--- config.mk ---
export PLATFORM = sky130hd
export DESIGN_NAME = sdram_cmd_spacing_mon
export DESIGN_NICKNAME = d
export VERILOG_FILES = /design/src/rtl/sdram_mon_pkg.sv /design/src/rtl/sdram_gap_timer.sv /design/src/rtl/sdram_init_tracker.sv /design/src/rtl/sdram_cmd_spacing_mon.sv
export SDC_FILE = /design/constraint.sdc
export NUM_CORES = 1
export LEC_CHECK = 0
export ABC_AREA = 1
export CAP_MARGIN = 10
export CORE_UTILIZATION = 50
export CTS_CLUSTER_SIZE = 12
export DETAILED_ROUTE_END_ITERATION = 8
export PLACE_DENSITY = 0.74
export SYNTH_ARGS = -nofsm -noshare
export SYNTH_HDL_FRONTEND = slang
export SYNTH_SLANG_ARGS = --single-unit
--- constraint.sdc ---
create_clock -name clk -period 1.3 [get_ports clk]
set_input_delay 0.26 -clock clk [delete_from_list [all_inputs] [get_ports clk]]
set_output_delay 0.26 -clock clk [all_outputs]
set_load 0.02 [all_outputs]
--- src/rtl/sdram_mon_pkg.sv ---
package sdram_mon_pkg;
  typedef enum logic [2:0] {
    CMD_NOP = 3'd0,
    CMD_ACT = 3'd1,
    CMD_RD  = 3'd2,
    CMD_WR  = 3'd3,
    CMD_PRE = 3'd4,
    CMD_REF = 3'd5,
    CMD_LMR = 3'd6,
    CMD_BST = 3'd7
  } sdr_cmd_e;

  localparam int RULE_N    = 7;
  localparam int RULE_INIT = 0;
  localparam int RULE_MRD  = 1;
  localparam int RULE_RDL  = 2;
  localparam int RULE_DAL  = 3;
  localparam int RULE_BDL  = 4;
  localparam int RULE_CDL  = 5;
  localparam int RULE_CKE  = 6;

  localparam int MRD_MIN   = 2;
  localparam int RDL_MIN   = 2;
  localparam int DAL_EXTRA = 2;
  localparam int REF_NEED  = 2;
endpackage

--- src/rtl/sdram_gap_timer.sv ---
module sdram_gap_timer #(
  parameter int W = 4
) (
  input  logic         clk,
  input  logic         rst,
  input  logic         mark_i,
  output logic [W-1:0] gap_o
);
  localparam logic [W-1:0] SAT = '1;
  localparam logic [W-1:0] ONE = {{(W-1){1'b0}}, 1'b1};

  logic [W-1:0] cnt;

  // distance in clocks to the last mark, saturating
  always_ff @(posedge clk) begin
    if (rst)             cnt <= SAT;
    else if (mark_i)     cnt <= ONE;
    else if (cnt != SAT) cnt <= cnt + ONE;
  end

  assign gap_o = mark_i ? '0 : cnt;
endmodule

--- src/rtl/sdram_init_tracker.sv ---
module sdram_init_tracker #(
  parameter int PAUSE_CYC = 20000,
  parameter int REF_NEED  = 2
) (
  input  logic clk,
  input  logic rst,
  input  logic ref_i,
  output logic pause_done_o,
  output logic init_done_o
);
  localparam int PW = $clog2(PAUSE_CYC + 1);
  localparam int RW = $clog2(REF_NEED + 1);

  logic [PW-1:0] pcnt;
  logic [RW-1:0] rcnt;

  assign pause_done_o = (pcnt == PW'(PAUSE_CYC));
  assign init_done_o  = (rcnt == RW'(REF_NEED));

  always_ff @(posedge clk) begin
    if (rst) begin
      pcnt <= '0;
      rcnt <= '0;
    end else begin
      if (!pause_done_o) pcnt <= pcnt + PW'(1);
      if (ref_i && pause_done_o && !init_done_o) rcnt <= rcnt + RW'(1);
    end
  end
endmodule

--- src/rtl/sdram_cmd_spacing_mon.sv ---
module sdram_cmd_spacing_mon
  import sdram_mon_pkg::*;
#(
  parameter int PAUSE_CYC = 20000,
  parameter int GAP_W     = 4
) (
  input  logic              clk,
  input  logic              rst,
  input  logic              cke_i,
  input  logic [2:0]        cmd_i,
  input  logic [1:0]        cl_i,
  input  logic              wr_last_i,
  output logic [RULE_N-1:0] viol_o,
  output logic              viol_any_o
);
  logic              cke_q;
  sdr_cmd_e          cmd_raw, cmd_v;
  logic [GAP_W-1:0]  wr_gap, lmr_gap, dal_min;
  logic              pause_done, init_done;
  logic [RULE_N-1:0] hit;

  assign cmd_raw = sdr_cmd_e'(cmd_i);
  assign cmd_v   = cke_q ? cmd_raw : CMD_NOP;

  always_ff @(posedge clk) begin
    if (rst) cke_q <= 1'b1;
    else     cke_q <= cke_i;
  end

  sdram_gap_timer #(.W(GAP_W)) u_wr_gap (
    .clk(clk), .rst(rst), .mark_i(wr_last_i), .gap_o(wr_gap)
  );

  sdram_gap_timer #(.W(GAP_W)) u_lmr_gap (
    .clk(clk), .rst(rst), .mark_i(cmd_v == CMD_LMR), .gap_o(lmr_gap)
  );

  sdram_init_tracker #(.PAUSE_CYC(PAUSE_CYC), .REF_NEED(REF_NEED)) u_init (
    .clk(clk), .rst(rst), .ref_i(cmd_v == CMD_REF),
    .pause_done_o(pause_done), .init_done_o(init_done)
  );

  always_comb begin
    case (cl_i)
      2'd1:    dal_min = GAP_W'(1 + DAL_EXTRA);
      2'd2:    dal_min = GAP_W'(2 + DAL_EXTRA);
      default: dal_min = GAP_W'(3 + DAL_EXTRA);
    endcase
  end

  always_comb begin
    hit = '0;
    hit[RULE_INIT] = (cmd_v != CMD_NOP) && !init_done &&
                     !((cmd_v == CMD_REF) && pause_done);
    hit[RULE_MRD]  = ((cmd_v == CMD_ACT) || (cmd_v == CMD_REF)) &&
                     (lmr_gap < GAP_W'(MRD_MIN));
    hit[RULE_RDL]  = (cmd_v == CMD_PRE) && (wr_gap < GAP_W'(RDL_MIN));
    hit[RULE_DAL]  = (cmd_v == CMD_ACT) && (wr_gap < dal_min);
    hit[RULE_BDL]  = (cmd_v == CMD_BST) && (wr_gap == '0);
    hit[RULE_CDL]  = ((cmd_v == CMD_RD) || (cmd_v == CMD_WR)) && (wr_gap == '0);
    hit[RULE_CKE]  = !cke_q && (cmd_raw != CMD_NOP);
  end

  always_ff @(posedge clk) begin
    if (rst) begin
      viol_o     <= '0;
      viol_any_o <= 1'b0;
    end else begin
      viol_o     <= viol_o | hit;
      viol_any_o <= |(viol_o | hit);
    end
  end
endmodule

==> results of run 1 <==
## layout by cell type (no fill, tap or decap), drive strengths merged
cell and count:
nand2 51, inv 44, nor2 39, buf 35, dfxtp 34, o21ai 19, a21oi 18, nand3 14
clkbuf 10, nor3 8, ha 7, clkdlybuf4s50 5, o21bai 3, dlymetal6s2s 3, xor2 2, o211ai 2
clkinvlp 2, dlygate4sd2 2, or2 2, nor4 1, nand3b 1, nand4 1, a31oi 1, a211oi 1
bufinv 1, clkdlybuf4s15 1
## power breakdown
group / leakage [nW] / switching (mW) / internal (mW)
combinational: 0.840 / 0.341 / 0.262
sequential: 0.283 / 0.0725 / 1.13
clock: 0.0374 / 0.390 / 0.403
total: 1.16 / 0.803 / 1.79
## routing by layer
layer  vias up  GRT usage  share of wire
li1        908          -              -
met1       765      0.269           0.43
met2        36      0.407           0.49
met3        15     0.0512          0.043
met4         0      0.123          0.029
met5         -          0              0
## area by class of cell
cell class	count	area, um2
tap	44	55.1
inverter	44	170
clock inverter	3	45.0
multi-input combinational	170	995
fill	226	694
clock buffer	5	37.5
sequential	34	704
timing repair buffer	51	427
## flip-flops by register name, summed over array words and instances, names as in the netlist
| register | flops |
|---|---|
| u_lmr_gap.cnt | 4 |
| viol_o | 7 |
| u_init.pcnt | 15 |
| viol_any_o | 1 |
| u_wr_gap.cnt | 4 |
| cke_q | 1 |
| u_init.rcnt | 2 |
## per-stage QoR
step	TNS [ns]	total power [mW]
floorplan	-0.0445	1.57
global placement	-2.93	1.74
detailed placement	-3.25	1.75
CTS	-0.310	2.53
global route	-1.28	2.76
finish	-0.431	2.60
## worst register-to-register path: cells and delay by family, from the launching register on
family | cells | cell delay [ns]
AOI/OAI and AO/OA | 1 | 0.12
adders and majority gates | 1 | 0.14
buffers and inverters | 2 | 0.13
DFF | 1 | 0.40
and+or+nand+nor | 6 | 0.56
## what timing repair did
action	in CTS	in global routing
buffers inserted	1	7
pin swaps	3	20
resized for setup	16	69
setup endpoints to repair	15	28
cloned	0	0
## how the worst min path moves through the flow
stage / end / slack (ns) / cells past startpoint
2_1_floorplan: cke_q / 0.36 / 1
4_1_cts: u_init.rcnt[0] / 0.46 / 1
3_3_place_gp: u_init.rcnt[0] / 0.43 / 1
3_5_place_dp: u_init.rcnt[0] / 0.44 / 1
6_report: u_wr_gap.cnt[1] / 0.34 / 6
5_1_grt: u_wr_gap.cnt[0] / 0.37 / 4
## logic make-up after synthesis
kind of cell | after synthesis | synth area share
xor gates and xnor gates | 2 | 0.0103
AOI/OAI and AO/OA | 44 | 0.139
buffers and inverters | 47 | 0.104
DFF | 34 | 0.400
and+or+nand+nor | 117 | 0.296
adders and majority gates | 7 | 0.0515
==> summary.md, run 1 <==
| Metric | Value |
|---|---|
| Status | `finished, violations left` |
| Failing checks | `negative setup slack` |
| Starting Density | `0.544` |
| Placed Area | `2140 um2` |
| Fmax | `0.706 GHz` |
| Max VDD drop | `0.000771 V` |
| Final Skew | `0.0114 ns` |
| CP Data Required Time | `1.58 ns` |
| Buf+Inv Stages, Crit Path | `2` |
| Min Tclk post-route | `approximately 1.4 ns` |
| Post-Syn Area | `1700 um2` |
| Core Region | `3130 um2` |
| Post-synthesis sequential area ratio | `0.400` |
| NumNets Final | `between 300 and 400` |
| Die X | `60.3 um` |
| Dominant cell type by area after synthesis | `dfxtp_1` |
| First-pass GRT wire length | `between 6000 and 7000 um` |
| R2R Path Start | `u_init.pcnt[1]` |
| Post-synthesis register bit count | `34` |
| Cell variety after synth | `23` |
| CP max FO | `4` |
| FP Rows | `20` |
| Cell area after layout | `roughly 2400 um2` |
| Crit path cell chain | `ha_4 > nand2_2 > inv_2 > nand2_4 > nor2_4 > inv_2 > nor2_4 > nand2_2 > or2_0 > a21oi_1` |
| Hold Crit Start | `wr_last_i` |
| Most frequent cell after synthesis | `nand2_1` |
| Synth Area per Inst | `6.78 um2` |
| CTS buffer count | `5` |
| Layout area overhead | `43.0%` |
| Largest net degree at the start of global routing | `19` |
| Max stage delay on crit path | `roughly 0.40 ns` |
| Clock transition at path regs | `0.11 ns` |
| Setup CP Type | `reg -> reg` |
| Root Driver | `clkbuf_4` |
| Kind of cell adding the most delay to the critical path | `simple AND/OR/NAND/NOR gates` |
| Worst Tran Pin Value | `0.225 ns` |
| DR DRC count | `0` |
| Die H | `approximately 60 um` |
| Fin worst setup slack | `-0.115 ns` |
| Commonest cells post-synth | `nand2_1 (48), inv_1 (42), nor2_1 (37)` |
| R2R depth | `10` |
| Post-Syn Instances | `251` |
| First-pass DRT Iterations | `6` |
| Power Density | `1070 nW/um2` |
| Clock Sinks | `34` |
| Top FF cell, synth | `dfxtp_1` |
| Leak | `approximately 1.2 nW` |
| Max-slew violations | `0` |
| Crit start category | `register` |
| Reg2reg end | `u_init.pcnt[14]` |
| Post-Place Cells | `between 300 and 400` |
| Hold WC Path Type | `in -> reg` |
| CP Capture Type | `register` |
| FF-to-FF setup slack | `-0.12 ns` |
| Initial DRC Count | `120` |
| Tot GR Track Use | `0.235` |
| Share of layout cells above drive strength 1 | `0.326` |
| Placer congestion estimate | `0.805` |
| Later-pin clock latency in the skew report | `0.35 ns` |
| DR vias/cell | `4.91` |
| Post-detail-place hpwl | `2660 um` |
| Final wirelength | `a little over 4000 um` |
| H-tree levels | `2` |
| Initial antenna violation count | `0` |
| Die area | `3640 um2` |
| WHS | `between 0.3 and 0.4 ns` |
| Worst Setup SP | `u_init.pcnt[1]` |
| Final Cycle Share | `1.09` |
| ANT cells | `0` |
| Hold_buf cts | `0` |
| Routed Antenna Nets | `0` |
| # IOs | `17` |
| Crit path DAT | `about 1.7 ns` |
| Post-synth EDFFs | `0` |
| Vias | `1724` |
| Non-Filler Instances | `351` |
| Total grt overflow | `0` |
| DR WL/cell | `~12 um` |
| Unrepaired setup endpoints after global routing | `yes` |
| Dpl ws | `-0.425 ns` |
| Critical Path Stages | `10` |
| Synthesized Nets | `267` |
| Max-Cap Viols | `0` |
| Clock tree buffer depth | `2` |
| Vias in the first global route | `roughly 1.6k` |
| TritonCTS clock tree | `done` |
| Synth top area cells | `dfxtp_1 (40%), nand2_1 (11%), inv_1 (9.3%)` |
| Critical Path Sink | `u_init.pcnt[14]` |
| Final core utilization | `0.778` |
| Yosys top cell area share | `0.400` |
| Max transition margin | `0.849` |
| Critical Path Slowest Stage Cell | `dfxtp_4` |
| Yosys Warn Count | `0` |
| Final Hold Fails | `0` |
| IO Port Bufs | `16` |
| Async SR Flop Fraction | `0` |
| Final setup vio count | `7` |
Note: power is estimated with default switching activity, not from simulation.
==> run 2, diff against run 1 <==
CTS_CLUSTER_DIAMETER = 60   (was not set)
SLEW_MARGIN = 20   (was not set)
==> results of run 2 <==
Same layout as run 1: the final DEF is identical, and so are final timing and power.
==> run 3, diff against run 2 <==
HOLD_SLACK_MARGIN = 0.15   (was not set)
SKIP_CTS_REPAIR_TIMING = 1   (was not set)
==> run 3 against run 2 <==
  * The flow still finishes with violations (negative setup slack)
  * Critical path depth unchanged
  * Utilization rose by 0.64 points
  * Clock skew increased by 0.0012 ns
  * First-iteration DRC count is 28% lower
  * Via count increased by 1.3%
  * Setup slack got worse by 0.016 ns
  * Wire length rose by 3.1%
  * Combinational power grew 1%
  * Global-route usage is the same
  * Flip-flop and latch count is the same
  * Non-clock buffer count is 3 lower
  * Highest routed layer unchanged
==> summary.md, run 3 (synthesized netlist as in run 1, its figures left out) <==
| Metric | Value |
|---|---|
| Leak | `1.26 nW (+8.4%)` |
| Setup CP Type | `reg -> reg` |
| R2R Path Start | `u_init.pcnt[1]` |
| Final Cycle Share | `1.10 (+0.0124)` |
| FILL cells | `207 (-8.4%)` |
| Layout area overhead | `44.2%` |
| CP Capture Type | `register` |
| Fmax | `0.699 GHz (-1.1%)` |
| # IOs | `17 (unchanged)` |
| DR vias/cell | `5.02 (+2.1%)` |
| Die area | `3640 um2 (unchanged)` |
| Starting Density | `0.544 (unchanged)` |
| Reg area | `702 um2 (-0.36%)` |
| H-tree levels | `2 (unchanged)` |
| Unrepaired setup endpoints after global routing | `yes` |
| Dpl ws | `-0.425 ns (unchanged)` |
| FP Rows | `20 (unchanged)` |
| Placed Area | `2140 um2 (unchanged)` |
| Final wirelength | `4170 um (+3.1%)` |
| CP Data Required Time | `1.58 ns (about the same)` |
| Final Hold Fails | `0 (unchanged)` |
| Power Density | `1060 nW/um2 (-0.41%)` |
| Initial antenna violation count | `0 (unchanged)` |
| Placer congestion estimate | `0.805 (unchanged)` |
| Vias | `1746 (+1.3%)` |
| First-pass GRT wire length | `6330 um (+0.33%)` |
| Min Tclk post-route | `1.43 ns (+0.0161 ns)` |
| Hold Crit Start | `wr_last_i` |
| Vias in the first global route | `1584 (+0.89%)` |
| Commonest non-fill, non-tap cell in the layout | `nand2_1` |
| Die X | `60.3 um (unchanged)` |
| TritonCTS clock tree | `done` |
| ANT cells | `0 (unchanged)` |
| NumNets Final | `319 (-0.93%)` |
| Die H | `60.3 um (unchanged)` |
| Max VDD drop | `0.000766 V (-0.62%)` |
| IO Port Bufs | `16 (unchanged)` |
| Crit start category | `register` |
| Post-detail-place hpwl | `2660 um (unchanged)` |
| CP max FO | `4 (unchanged)` |
| Worst Tran Pin Value | `0.232 ns (+0.00736 ns)` |
| Failing checks | `negative setup slack` |
| Largest register FFs | `15 (unchanged)` |
| DR DRC count | `0 (unchanged)` |
| Status | `finished, violations left` |
| Root Driver | `clkbuf_4` |
| Initial DRC Count | `87 (-28%)` |
| Clock Sinks | `34 (unchanged)` |
| Largest net degree at the start of global routing | `19 (unchanged)` |
| Max-Cap Viols | `0 (unchanged)` |
| Max-slew violations | `0 (unchanged)` |
| Hold WC Path Type | `in -> reg` |
| First-pass DRT Iterations | `4 (-2)` |
| Post-Place Cells | `335 (unchanged)` |
| Worst Setup SP | `u_init.pcnt[1]` |
| Share of layout cells above drive strength 1 | `0.293 (-0.0330)` |
| Total grt overflow | `0 (unchanged)` |
| Non-Filler Instances | `348 (-0.85%)` |
| Max transition margin | `0.844 (-0.00494)` |
| CTS buffer count | `5 (unchanged)` |
| Final setup vio count | `6 (-1)` |
| Commonest cells after routing, fill and taps aside | `nand2_1 (42), inv_1 (36), nor2_1 (30)` |
| Fin worst setup slack | `-0.132 ns (-0.0161 ns)` |
| Routed Antenna Nets | `0 (unchanged)` |
| Clock tree buffer depth | `2 (unchanged)` |
| Later-pin clock latency in the skew report | `0.35 ns (about the same)` |
| Core Region | `3130 um2 (unchanged)` |
| Clock transition at path regs | `0.11 ns (about the same)` |
| Tot GR Track Use | `0.235 (unchanged)` |
| Total power | `2.61 mW (+0.41%)` |
| Cell area after layout | `2450 um2 (+0.82%)` |
| Largest Register | `u_init.pcnt` |
| Largest registers | `u_init.pcnt x15, viol_o x7` |
| Crit path DAT | `1.72 ns (+0.02 ns)` |
| Area of the multi-input gates | `988 um2 (-0.63%)` |
| Final Skew | `0.0126 ns (+0.00116 ns)` |
| DR WL/cell | `12.0 um (+4.0%)` |
-- run 3: critical path: stages, from the launching register on --
cell	delay [ns]
dfxtp_4	0.40
ha_4	0.14
nand2_2	0.05
inv_2	0.07
nand2_4	0.05
nor2_4	0.08
inv_2	0.06
nor2_4	0.13
nand2_2	0.07
or2_0	0.20
a21oi_1	0.12
-- run 3: metrics by stage --
step                      hold WS (ns)   util  TNS [ns]
after floorplan                  0.364      -   -0.0445
after global placement           0.432  0.683     -2.93
after detailed placement         0.438  0.683     -3.25
after CTS                        0.453  0.709     -2.66
after global routing             0.367  0.784     -1.19
final                            0.345  0.784    -0.390
-- run 3: power by group --
part | internal (mW) | switching, mW
logic | 0.266 | 0.343
clock network | 0.403 | 0.391
registers | 1.13 | 0.0735
total | 1.80 | 0.808
-- run 3: routing by layer --
layer  global-route usage  vias to the layer above  share of wire
li1                     -                      901              -
met1                0.273                      783           0.41
met2                0.402                       44           0.51
met3               0.0512                       18          0.048
met4                0.123                        0          0.032
met5                    0                        -              0
-- run 3: area by class of cell --
type | count | area share
Clock inverter | 3 | 0.0184
Sequential cell | 34 | 0.286
Clock buffer | 5 | 0.0153
Multi-Input combinational cell | 170 | 0.403
Tap cell | 44 | 0.0224
Inverter | 44 | 0.0694
Timing Repair Buffer | 48 | 0.186
-- run 3: worst paths after layout --
kind                                         to  slack [ns]  depth (start not counted)
worst max-delay path            u_init.pcnt[14]       -0.13                         10
worst min-delay path            u_wr_gap.cnt[0]        0.35                          4
worst max register to register  u_init.pcnt[14]       -0.13                         10
worst min register to register   u_init.rcnt[0]        0.46                          1
